**config.mk**
```make
export PLATFORM = sky130hd
export DESIGN_NAME = tick_countdown_timer
export DESIGN_NICKNAME = d
export VERILOG_FILES = /design/src/rtl/cdt_pkg.sv /design/src/rtl/cdt_divstage.sv /design/src/rtl/cdt_prescaler.sv /design/src/rtl/cdt_core.sv /design/src/rtl/cdt_irq.sv /design/src/rtl/tick_countdown_timer.sv
export SDC_FILE = /design/constraint.sdc
export NUM_CORES = 1
export LEC_CHECK = 0
export BUFFER_PORTS_ARGS = -buffer_cell sky130_fd_sc_hd__buf_2
export CAP_MARGIN = 0
export CELL_PAD_IN_SITES_DETAIL_PLACEMENT = 0
export CELL_PAD_IN_SITES_GLOBAL_PLACEMENT = 2
export CORE_UTILIZATION = 36
export CTS_CLUSTER_SIZE = 16
export DETAILED_ROUTE_END_ITERATION = 6
export PLACE_DENSITY = 0.86
export SLEW_MARGIN = 40
export SYNTH_ARGS = -nofsm -noshare
export SYNTH_HDL_FRONTEND = slang
export SYNTH_SLANG_ARGS = --single-unit
```
**constraint.sdc**
```tcl
create_clock -name clk -period 2.85 [get_ports clk]
set_clock_uncertainty 0.1 [all_clocks]
set_input_delay 0.57 -clock clk [delete_from_list [all_inputs] [get_ports clk]]
set_output_delay 0.57 -clock clk [all_outputs]
set_load 0.01 [all_outputs]
```
**src/rtl/cdt_pkg.sv**
```systemverilog
package cdt_pkg;

  localparam int REG_W   = 8;
  localparam int STAGES  = 4;
  localparam int RATE_W  = 2;

  typedef enum logic [RATE_W-1:0] {
    RATE_FAST = 2'd0,
    RATE_MID  = 2'd1,
    RATE_SEC  = 2'd2,
    RATE_MIN  = 2'd3
  } rate_e;

  typedef struct packed {
    logic        pulse_mode;
    logic        irq_en;
    logic        run;
    rate_e       rate;
  } ctrl_t;

  localparam int BIT_RUN   = 2;
  localparam int BIT_IE    = 3;
  localparam int BIT_PULSE = 4;
  localparam int BIT_FLAG  = 7;

endpackage

```
**src/rtl/cdt_divstage.sv**
```systemverilog
module cdt_divstage #(
  parameter int DIV = 8
) (
  input  logic clk,
  input  logic rst,
  input  logic restart,
  input  logic adv,
  output logic wrap
);
  localparam int W = (DIV > 1) ? $clog2(DIV) : 1;
  localparam logic [W-1:0] LAST = W'(DIV - 1);

  logic [W-1:0] cnt_q;

  assign wrap = adv && (cnt_q == LAST);

  always_ff @(posedge clk) begin
    if (rst || restart) begin
      cnt_q <= '0;
    end else if (adv) begin
      if (cnt_q == LAST) cnt_q <= '0;
      else               cnt_q <= cnt_q + 1'b1;
    end
  end

  AST_STAGE_RESTART: assert property (@(posedge clk) disable iff (rst)
    restart |=> !wrap || (DIV == 1));
endmodule

```
**src/rtl/cdt_prescaler.sv**
```systemverilog
module cdt_prescaler import cdt_pkg::*; #(
  parameter int PRE_DIV0 = 8,
  parameter int PRE_DIV1 = 64,
  parameter int PRE_DIV2 = 64,
  parameter int PRE_DIV3 = 60
) (
  input  logic              clk,
  input  logic              rst,
  input  logic              restart,
  input  logic              ref_tick,
  output logic [STAGES-1:0] ticks
);
  localparam int DIVS [STAGES] = '{PRE_DIV0, PRE_DIV1, PRE_DIV2, PRE_DIV3};

  logic [STAGES:0] chain;
  assign chain[0] = ref_tick;

  for (genvar g = 0; g < STAGES; g++) begin : g_stage
    cdt_divstage #(.DIV(DIVS[g])) i_stage (
      .clk     (clk),
      .rst     (rst),
      .restart (restart),
      .adv     (chain[g]),
      .wrap    (chain[g+1])
    );
  end

  assign ticks = chain[STAGES:1];

  AST_TICK_NESTED: assert property (@(posedge clk) disable iff (rst)
    ticks[3] |-> (ticks[2] && ticks[1] && ticks[0] && ref_tick));
endmodule

```
**src/rtl/cdt_core.sv**
```systemverilog
module cdt_core import cdt_pkg::*; (
  input  logic             clk,
  input  logic             rst,
  input  logic             tick_sel,
  input  logic             run,
  input  logic             cnt_wr,
  input  logic [REG_W-1:0] wdata,
  input  logic             flag_clr,
  output logic [REG_W-1:0] cnt,
  output logic             flag,
  output logic             flag_nxt,
  output logic             done
);
  logic [REG_W-1:0] cnt_q, reload_q;
  logic             flag_q;
  logic             step;
  logic             at_end;

  assign at_end   = (cnt_q <= REG_W'(1));
  assign step     = !cnt_wr && run && tick_sel;
  assign done     = step && at_end;
  assign flag_nxt = done || (flag_q && !flag_clr);

  always_ff @(posedge clk) begin
    if (rst) begin
      cnt_q    <= '0;
      reload_q <= '0;
      flag_q   <= 1'b0;
    end else begin
      flag_q <= flag_nxt;
      if (cnt_wr) begin
        cnt_q    <= wdata;
        reload_q <= wdata;
      end else if (step) begin
        if (at_end) cnt_q <= reload_q;
        else        cnt_q <= cnt_q - 1'b1;
      end
    end
  end

  assign cnt  = cnt_q;
  assign flag = flag_q;

  AST_LOAD_TAKES: assert property (@(posedge clk) disable iff (rst)
    cnt_wr |=> (cnt == $past(wdata)));
  AST_FROZEN: assert property (@(posedge clk) disable iff (rst)
    (!cnt_wr && !run) |=> $stable(cnt));
  AST_FLAG_STICKY: assert property (@(posedge clk) disable iff (rst)
    (flag && !flag_clr) |=> flag);
  AST_SET_WINS: assert property (@(posedge clk) disable iff (rst)
    (done && flag_clr) |=> flag);
endmodule

```
**src/rtl/cdt_irq.sv**
```systemverilog
module cdt_irq (
  input  logic clk,
  input  logic rst,
  input  logic ref_tick,
  input  logic done,
  input  logic flag_nxt,
  input  logic irq_en,
  input  logic pulse_mode,
  output logic irq_n
);
  logic pulse_q, pulse_nxt, irq_n_q;

  always_comb begin
    if (done)          pulse_nxt = 1'b1;
    else if (ref_tick) pulse_nxt = 1'b0;
    else               pulse_nxt = pulse_q;
  end

  always_ff @(posedge clk) begin
    if (rst) begin
      pulse_q <= 1'b0;
      irq_n_q <= 1'b1;
    end else begin
      pulse_q <= pulse_nxt;
      irq_n_q <= !(irq_en && (pulse_mode ? pulse_nxt : flag_nxt));
    end
  end

  assign irq_n = irq_n_q;

  AST_IRQ_MASKED: assert property (@(posedge clk) disable iff (rst)
    !irq_en |=> irq_n);
  AST_PULSE_ENDS: assert property (@(posedge clk) disable iff (rst)
    (pulse_mode && ref_tick && !done) |=> irq_n);
  AST_PULSE_STARTS: assert property (@(posedge clk) disable iff (rst)
    (pulse_mode && irq_en && done) |=> !irq_n);
endmodule

```
**src/rtl/tick_countdown_timer.sv**
```systemverilog
module tick_countdown_timer import cdt_pkg::*; #(
  parameter int PRE_DIV0 = 8,
  parameter int PRE_DIV1 = 64,
  parameter int PRE_DIV2 = 64,
  parameter int PRE_DIV3 = 60
) (
  input  logic             clk,
  input  logic             rst,
  input  logic             ref_tick,
  input  logic             wr_en,
  input  logic             wr_addr,
  input  logic [REG_W-1:0] wr_data,
  input  logic             rd_en,
  input  logic             rd_addr,
  output logic [REG_W-1:0] rd_data,
  output logic             irq_n
);
  ctrl_t             ctrl_q;
  logic [STAGES-1:0] ticks;
  logic              cnt_wr, ctrl_wr, flag_clr;
  logic [REG_W-1:0]  cnt;
  logic              flag, flag_nxt, done;
  logic [REG_W-1:0]  ctrl_image;
  logic [REG_W-1:0]  rd_q;
  logic              unused_rsv;

  assign cnt_wr     = wr_en && wr_addr;
  assign ctrl_wr    = wr_en && !wr_addr;
  assign flag_clr   = ctrl_wr && !wr_data[BIT_FLAG];
  assign unused_rsv = ^wr_data[6:5];

  always_ff @(posedge clk) begin
    if (rst) begin
      ctrl_q <= '0;
    end else if (ctrl_wr) begin
      ctrl_q.rate       <= rate_e'(wr_data[RATE_W-1:0]);
      ctrl_q.run        <= wr_data[BIT_RUN];
      ctrl_q.irq_en     <= wr_data[BIT_IE];
      ctrl_q.pulse_mode <= wr_data[BIT_PULSE];
    end
  end

  cdt_prescaler #(
    .PRE_DIV0 (PRE_DIV0),
    .PRE_DIV1 (PRE_DIV1),
    .PRE_DIV2 (PRE_DIV2),
    .PRE_DIV3 (PRE_DIV3)
  ) i_prescaler (
    .clk      (clk),
    .rst      (rst),
    .restart  (cnt_wr),
    .ref_tick (ref_tick),
    .ticks    (ticks)
  );

  cdt_core i_core (
    .clk      (clk),
    .rst      (rst),
    .tick_sel (ticks[ctrl_q.rate]),
    .run      (ctrl_q.run),
    .cnt_wr   (cnt_wr),
    .wdata    (wr_data),
    .flag_clr (flag_clr),
    .cnt      (cnt),
    .flag     (flag),
    .flag_nxt (flag_nxt),
    .done     (done)
  );

  cdt_irq i_irq (
    .clk        (clk),
    .rst        (rst),
    .ref_tick   (ref_tick),
    .done       (done),
    .flag_nxt   (flag_nxt),
    .irq_en     (ctrl_q.irq_en),
    .pulse_mode (ctrl_q.pulse_mode),
    .irq_n      (irq_n)
  );

  assign ctrl_image = {flag, 2'b00, ctrl_q.pulse_mode, ctrl_q.irq_en,
                       ctrl_q.run, ctrl_q.rate};

  always_ff @(posedge clk) begin
    if (rst)        rd_q <= '0;
    else if (rd_en) rd_q <= rd_addr ? cnt : ctrl_image;
  end

  assign rd_data = rd_q;

  AST_RD_HOLD: assert property (@(posedge clk) disable iff (rst)
    !rd_en |=> $stable(rd_data));
  AST_LEVEL_IRQ: assert property (@(posedge clk) disable iff (rst)
    (ctrl_q.irq_en && !ctrl_q.pulse_mode && !ctrl_wr) |=> (irq_n == !flag));
endmodule

```
# --- Word level (Yosys, flattened, before mapping) ---
# Cells that the tools add are included.
classes:
  reduce_logical: 20
  n_div: 0
  n_mux: 13
  order_cmp: 2
  shift: 0
  add_sub_neg: 5
  bitwise_logic: 0
  n_eq_ne: 4
  mul: 0
ops:
  columns: ["op", "n"]
  rows:
  - ["8-bit two-way mux", 4]
  - ["6-bit by 1-bit adder with 6-bit output (second input constant)", 3]
  - ["6-bit equality test (second input constant)", 3]
  - ["6-bit two-way mux", 3]
  - ["1-bit logical AND", 12]
  - ["8-bit by 1-bit less-or-equal comparator with 1-bit output (second input constant)", 1]
  - ["8-bit by 1-bit subtractor with 8-bit output (second input constant)", 1]
  - ["1-bit zero test", 5]
  - ["1-bit two-way mux", 4]
  - ["3-bit by 1-bit adder with 3-bit output (second input constant)", 1]
  - ["3-bit equality test (second input constant)", 1]
  - ["2-bit by 3-bit < comparator with 1-bit output (second input constant)", 1]
  - ["3-bit two-way mux", 1]
  - ["1-bit binary-select mux with 2-bit select", 1]
  - ["1-bit logical OR", 2]
  - ["2-bit nonzero test", 1]
word_totals:
  memories: 0
  latchBits: 0
  elab_cells: 58
  register_bits: 53
  input_bits: 15
  ramBits: 0
  out_inout_bits: 9
  mem_bits_ro: 0

# --- Depth between registers and ports, before layout ---
logic_depth:
  ltp_word: 13
  ltp_mapped: 8
  depth_no_buf: 7

# --- By module ---
# Synthesis repeated with hierarchy kept, for this count alone.
hier_totals:
  hier_cells: 280
  area_unflattened_um2: 2622.5
modules_own_cells:
  columns: ["module", "seq_area_each_um2", "area_per_inst_um2", "instances", "cells_each"]
  rows:
  - ["cdt_core", 340.3, 967.2, 1, 111]
  - ["tick_countdown_timer", 260.2, 580.6, 1, 55]
  - ["cdt_divstage (i_prescaler.g_stage[1].i_stage ...)", 120.1, 285.3, 2, 32]
  - ["cdt_divstage (i_prescaler.g_stage[3].i_stage)", 120.1, 280.3, 1, 29]
  - ["cdt_divstage (i_prescaler.g_stage[0].i_stage)", 60.1, 148.9, 1, 13]
  - ["cdt_irq", 40.0, 75.1, 1, 8]

# --- Least setup slack after synthesis ---
# OpenSTA, ideal clock, no wires.
synth_path:
  kind: "register to register"
  from: "register i_prescaler.g_stage[0].i_stage.cnt_q[0]"
  to: "register i_irq.irq_n_q, in the netlist i_irq.irq_n"
  n_path_buf: 0
  path_slack_ps: 624
  path_stages_with_launch: 8
  setup_time_ps: 120
  t_required_ps: 2630
  arrival_ps: 2006
  period_less_slack_ps: 2226
  path_cell_list: "dfxtp_1 > ha_1 > ha_1 > nand3_4 > nor4_4 > a32oi_2 > or3_4 > a211o_1"
synth_via:
  elab_chain_len: 13
  elab_cells_between_ends: 14
  classes_between: "eq/ne: 1; mux: 4; reduce/logical: 9"
synth_lines:
  columns: ["element", "line", "rtl"]
  rows:
  - ["from (decl)", "cdt_divstage.sv:13", "logic [W-1:0] cnt_q;"]
  - ["from (signal assigned)", "cdt_divstage.sv:22", "else cnt_q <= cnt_q + 1'b1;"]
  - ["3-bit equality test *", "cdt_divstage.sv:15", "assign wrap = adv && (cnt_q == LAST);"]
  - ["1-bit logical AND *", "cdt_divstage.sv:15", null]
  - ["1-bit logical AND (3 in a row)", "cdt_divstage.sv:15", null]
  - ["1-bit binary-select mux with 2-bit select *", "tick_countdown_timer.sv:59", ".tick_sel (ticks[ctrl_q.rate]),"]
  - ["1-bit two-way mux (implied by the code) *", "tick_countdown_timer.sv:59", null]
  - ["1-bit logical AND *", "cdt_core.sv:20", "assign step = !cnt_wr && run && tick_sel;"]
  - ["1-bit logical AND *", "cdt_core.sv:21", "assign done = step && at_end;"]
  - ["1-bit two-way mux / 1-bit logical OR (equally long branches)", "cdt_irq.sv:14, cdt_core.sv:22", null]
  - ["1-bit two-way mux *", "cdt_irq.sv:25", "irq_n_q <= !(irq_en && (pulse_mode ? pulse_nxt : flag_nxt));"]
  - ["1-bit logical AND *", "cdt_irq.sv:25", null]
  - ["1-bit zero test *", "cdt_irq.sv:25", null]
  - ["to (signal assigned)", "cdt_irq.sv:25", null]
  - ["to (decl)", "cdt_irq.sv:11", "logic pulse_q, pulse_nxt, irq_n_q;"]
# Every way passes the cells marked *; elsewhere a longest branch is shown, timed or not. The select of a mux whose other input is x is not followed.
# A chain may end at the register's enable or synchronous reset.

# --- Worst setup path after layout ---
layout_path:
  from: "register i_prescaler.g_stage[0].i_stage.cnt_q[0]"
  to: "register i_core.cnt_q[6], in the netlist i_core.cnt[6]"
layout_via:
  elab_chain_len: 9
layout_lines:
  columns: ["element", "line", "rtl"]
  rows:
  - ["3-bit equality test *", "cdt_divstage.sv:15", null]
  - ["1-bit logical AND *", "cdt_divstage.sv:15", null]
  - ["1-bit logical AND (3 in a row)", "cdt_divstage.sv:15", null]
  - ["1-bit binary-select mux with 2-bit select *", "tick_countdown_timer.sv:59", null]
  - ["1-bit two-way mux (implied by the code) *", "tick_countdown_timer.sv:59", null]
  - ["1-bit logical AND *", "cdt_core.sv:20", null]
  - ["2-bit nonzero test (no line) *", null, null]
  - ["to (signal assigned)", "cdt_core.sv:32", "cnt_q <= wdata;"]
  - ["to (signal assigned)", "cdt_core.sv:35", "if (at_end) cnt_q <= reload_q;"]
  - ["to (signal assigned)", "cdt_core.sv:36", "else cnt_q <= cnt_q - 1'b1;"]
  - ["to (decl)", "cdt_core.sv:14", "logic [REG_W-1:0] cnt_q, reload_q;"]
# Marks and branches as above.

==> results.ini <==
[setup_path]
rrSetupSlack_ns = 0.40
r2r-start = i_prescaler.g_stage[0].i_stage.cnt_q[0]$_SDFFE_PP0P_
start_kind = flip-flop
cp-endpoint = i_core.cnt[6]$_SDFFE_PP0P_
critical_path.startpoint = i_prescaler.g_stage[0].i_stage.cnt_q[0]$_SDFFE_PP0P_
endpoint_kind = flip-flop
crit_arrival_ns = 2.55
ff2ff_path_depth = 8
r2r_end = i_core.cnt[6]$_SDFFE_PP0P_
cp_data_required_time_ns = 2.96
path_max_fanout = 10
crit_type = reg -> reg

[cts]
clkSlewWorstSetupHoldPaths_ns = 0.09
ctsResizeCount = 0
postCtsSetupBuffers = 0
clock_latency_ns = 0.30
ctsHtreeMaxLevel = 2
cts_tree = done
cts_hold_buf = 0
clk_path_buf_depth = 2
clkSinkCount = 53
cts_made_buffers = 5
cts_root_buf = clkbuf_8

[placement]
placed_cells = 414
postPlaceCellArea_sq_um = 2784
io_buffers = 23
hpwl_microns = 4434
place_congestion = 0.7902

[synth]
ys.warnings.count = 0
syn_area_per_cell_sq_um = 8.500
synth_edf_count = 0
netlist-cell-type-count = 51
syn_nets = 327
ys_ff_latch = 53
netlist_area_sq_um = 2592
synthFlopType = dfxtp_1
yosysSeqAreaShare = 0.4093
synthCells = 305
synthArstFlopShare = 0

[timing]
layout_min_cycle_time_ns = 2.446
finalSetupViolCount = 0
hold_violations = 0
slew_headroom = 0.5793
post-route-period-util = 0.8581
maxSlewViolCount = 0
setup_tns_ns = 0
tightest_slew_ns = 0.6311
fmax_mhz = 408.9
rsz0062_at_grt = no

[status]
status = complete, no violations

[layout]
layout-drive-gt1-share = 0.1411
stdcell_area_sq_um = 2864
nets = 347
diodes = 0
instances_no_fill = 422
area_delta_synth_final_pct = 10.47

[grt]
grt_max_degree = 33
antenna_found_initial = 0
grt_overflow = 0
grt_first_pass_wirelength_microns = 10050
grt_pass1_vias = 1990
track_usage = 0.1726

[routing]
drcViolationCount = 0
via_per_inst = 5.211
route.antenna.remaining_nets = 0
first_pass_iters = 6
wl_per_cell_microns = 14.50
wirelength_microns = 6117
vias = 2199
drtIter0Drc = 106

[floorplan]
pin_count = 24
die_h_microns = 86.86
die_area_sq_um = 7545
die_w_microns = 86.86
start_util = 0.3774
rows = 30
core_sq_um = 6869

[power]
p_per_area_nw_per_um2 = 482.6
ir_drop_v = 0.0001669
power.leakage_nw = 1.112

[min_path]
hp-class = reg -> reg

[run]
cap_viol_max_count = 0

[report_power, final]
part | switching, mW | internal (mW)
clock network | 0.232 | 0.175
logic | 0.111 | 0.0759
registers | 0.0258 | 0.762
total | 0.369 | 1.01
[cell usage in the layout, fill, tap and decap left out, drive strengths merged, types with 2 or more instances in the layout]
cell type,Yosys,layout
a211oi,6,6
a21o,2,2
a21oi,24,24
a31oi,6,6
buf,2,26
clkbuf,11,8
dfxtp,53,53
ha,7,7
inv,9,9
mux2i,13,13
nand2,38,38
nand2b,3,3
nand3,12,12
nand4,7,7
nor2,42,42
nor3,9,9
nor4,4,4
o211ai,3,3
o21ai,10,10
o31ai,2,2
o32ai,2,2
or2,2,2
or3,7,7
xnor2,4,4
xor2,10,10
[per-layer routing]
layer | part of all wire | global-route usage | wire (microns)
met1 | 0.51 | 0.2471 | 3150
met2 | 0.44 | 0.2634 | 2688
met3 | 0.035 | 0.02938 | 215
met4 | 0.010 | 0.05455 | 62
met5 | 0 | 0 | 0
[state kept, by name, summed over array words and instances, names as in the netlist]
name,flops
i_prescaler.g_stage.i_stage.cnt_q,21
i_core.reload_q,8
rd_data,8
i_core.flag,1
ctrl_image,5
i_irq.irq_n,1
i_core.cnt,8
i_irq.pulse_q,1
[how the worst min path moves through the flow]
| stage | slack, ns | end | startpoint | cells after the start |
|---|---|---|---|---|
| 2_1_floorplan | 0.33 | i_core.reload_q[4]$_SDFFE_PP0P_ | i_core.reload_q[4]$_SDFFE_PP0P_ | 2 |
| 3_3_place_gp | 0.34 | i_core.reload_q[4]$_SDFFE_PP0P_ | i_core.reload_q[4]$_SDFFE_PP0P_ | 2 |
| 3_5_place_dp | 0.35 | i_core.reload_q[4]$_SDFFE_PP0P_ | i_core.reload_q[4]$_SDFFE_PP0P_ | 2 |
| 4_1_cts | 0.36 | i_core.reload_q[4]$_SDFFE_PP0P_ | i_core.reload_q[4]$_SDFFE_PP0P_ | 2 |
| 5_1_grt | 0.38 | i_core.reload_q[3]$_SDFFE_PP0P_ | i_core.reload_q[3]$_SDFFE_PP0P_ | 2 |
| 6_report | 0.36 | i_core.reload_q[4]$_SDFFE_PP0P_ | i_core.reload_q[4]$_SDFFE_PP0P_ | 2 |
[metrics by stage]
stage	power (mW)	setup WS (ns)	hold slack, ns	utilization
2_1_floorplan	0.9307	0.6241	0.3332	-
3_3_place_gp	0.9931	0.5084	0.3424	0.4053
3_5_place_dp	0.9930	0.4350	0.3466	0.4053
4_1_cts	1.398	0.4010	0.3647	0.4169
5_1_grt	1.454	0.1900	0.3833	0.4169
6_report	1.382	0.4044	0.3613	0.4169
[cell usage after synthesis, drive strengths merged (3+ instances only)]
cell	instances	share of area
nand3	12	0.028
nor3	9	0.019
nand2	38	0.057
a211oi	6	0.017
or3	7	0.019
nand2b	3	0.0072
a21oi	24	0.046
a31oi	6	0.014
ha	7	0.034
xnor2	4	0.014
clkbuf	11	0.020
xor2	10	0.034
inv	9	0.013
nand4	7	0.023
dfxtp	53	0.41
nor2	42	0.061
mux2i	13	0.050
o211ai	3	0.0087
nor4	4	0.015
o21ai	10	0.019
[final cells by class]
cell class / instances / area [sq um]
timing repair buffer: 26 / 137.6
sequential: 53 / 1061
multi-input combinational: 230 / 1431
fill: 728 / 4005
inverter: 9 / 33.78
tap: 96 / 120.1
clock buffer: 8 / 80.08
[critical path: stages (launching register included)]
cell	delay [ns]
dfxtp_1	0.37
ha_1	0.17
ha_1	0.28
nand3_4	0.15
nor4_4	0.33
buf_4	0.23
a32o_1	0.29
nand2_2	0.12
a2111oi_2	0.30
[logic make-up (layout without fill, tap and decap cells)]
kind of cell    after synthesis  in the layout  share of synthesized area
compound gates               67             67                     0.1709
xor+xnor                     14             14                    0.04729
fa+ha+maj                     7              7                    0.03378
buf+inv                      22             43                    0.03861
flops                        53             53                     0.4093
mux                          14             14                    0.05453
simple gates                128            128                     0.2457
Power figures use the tool's default switching activity.
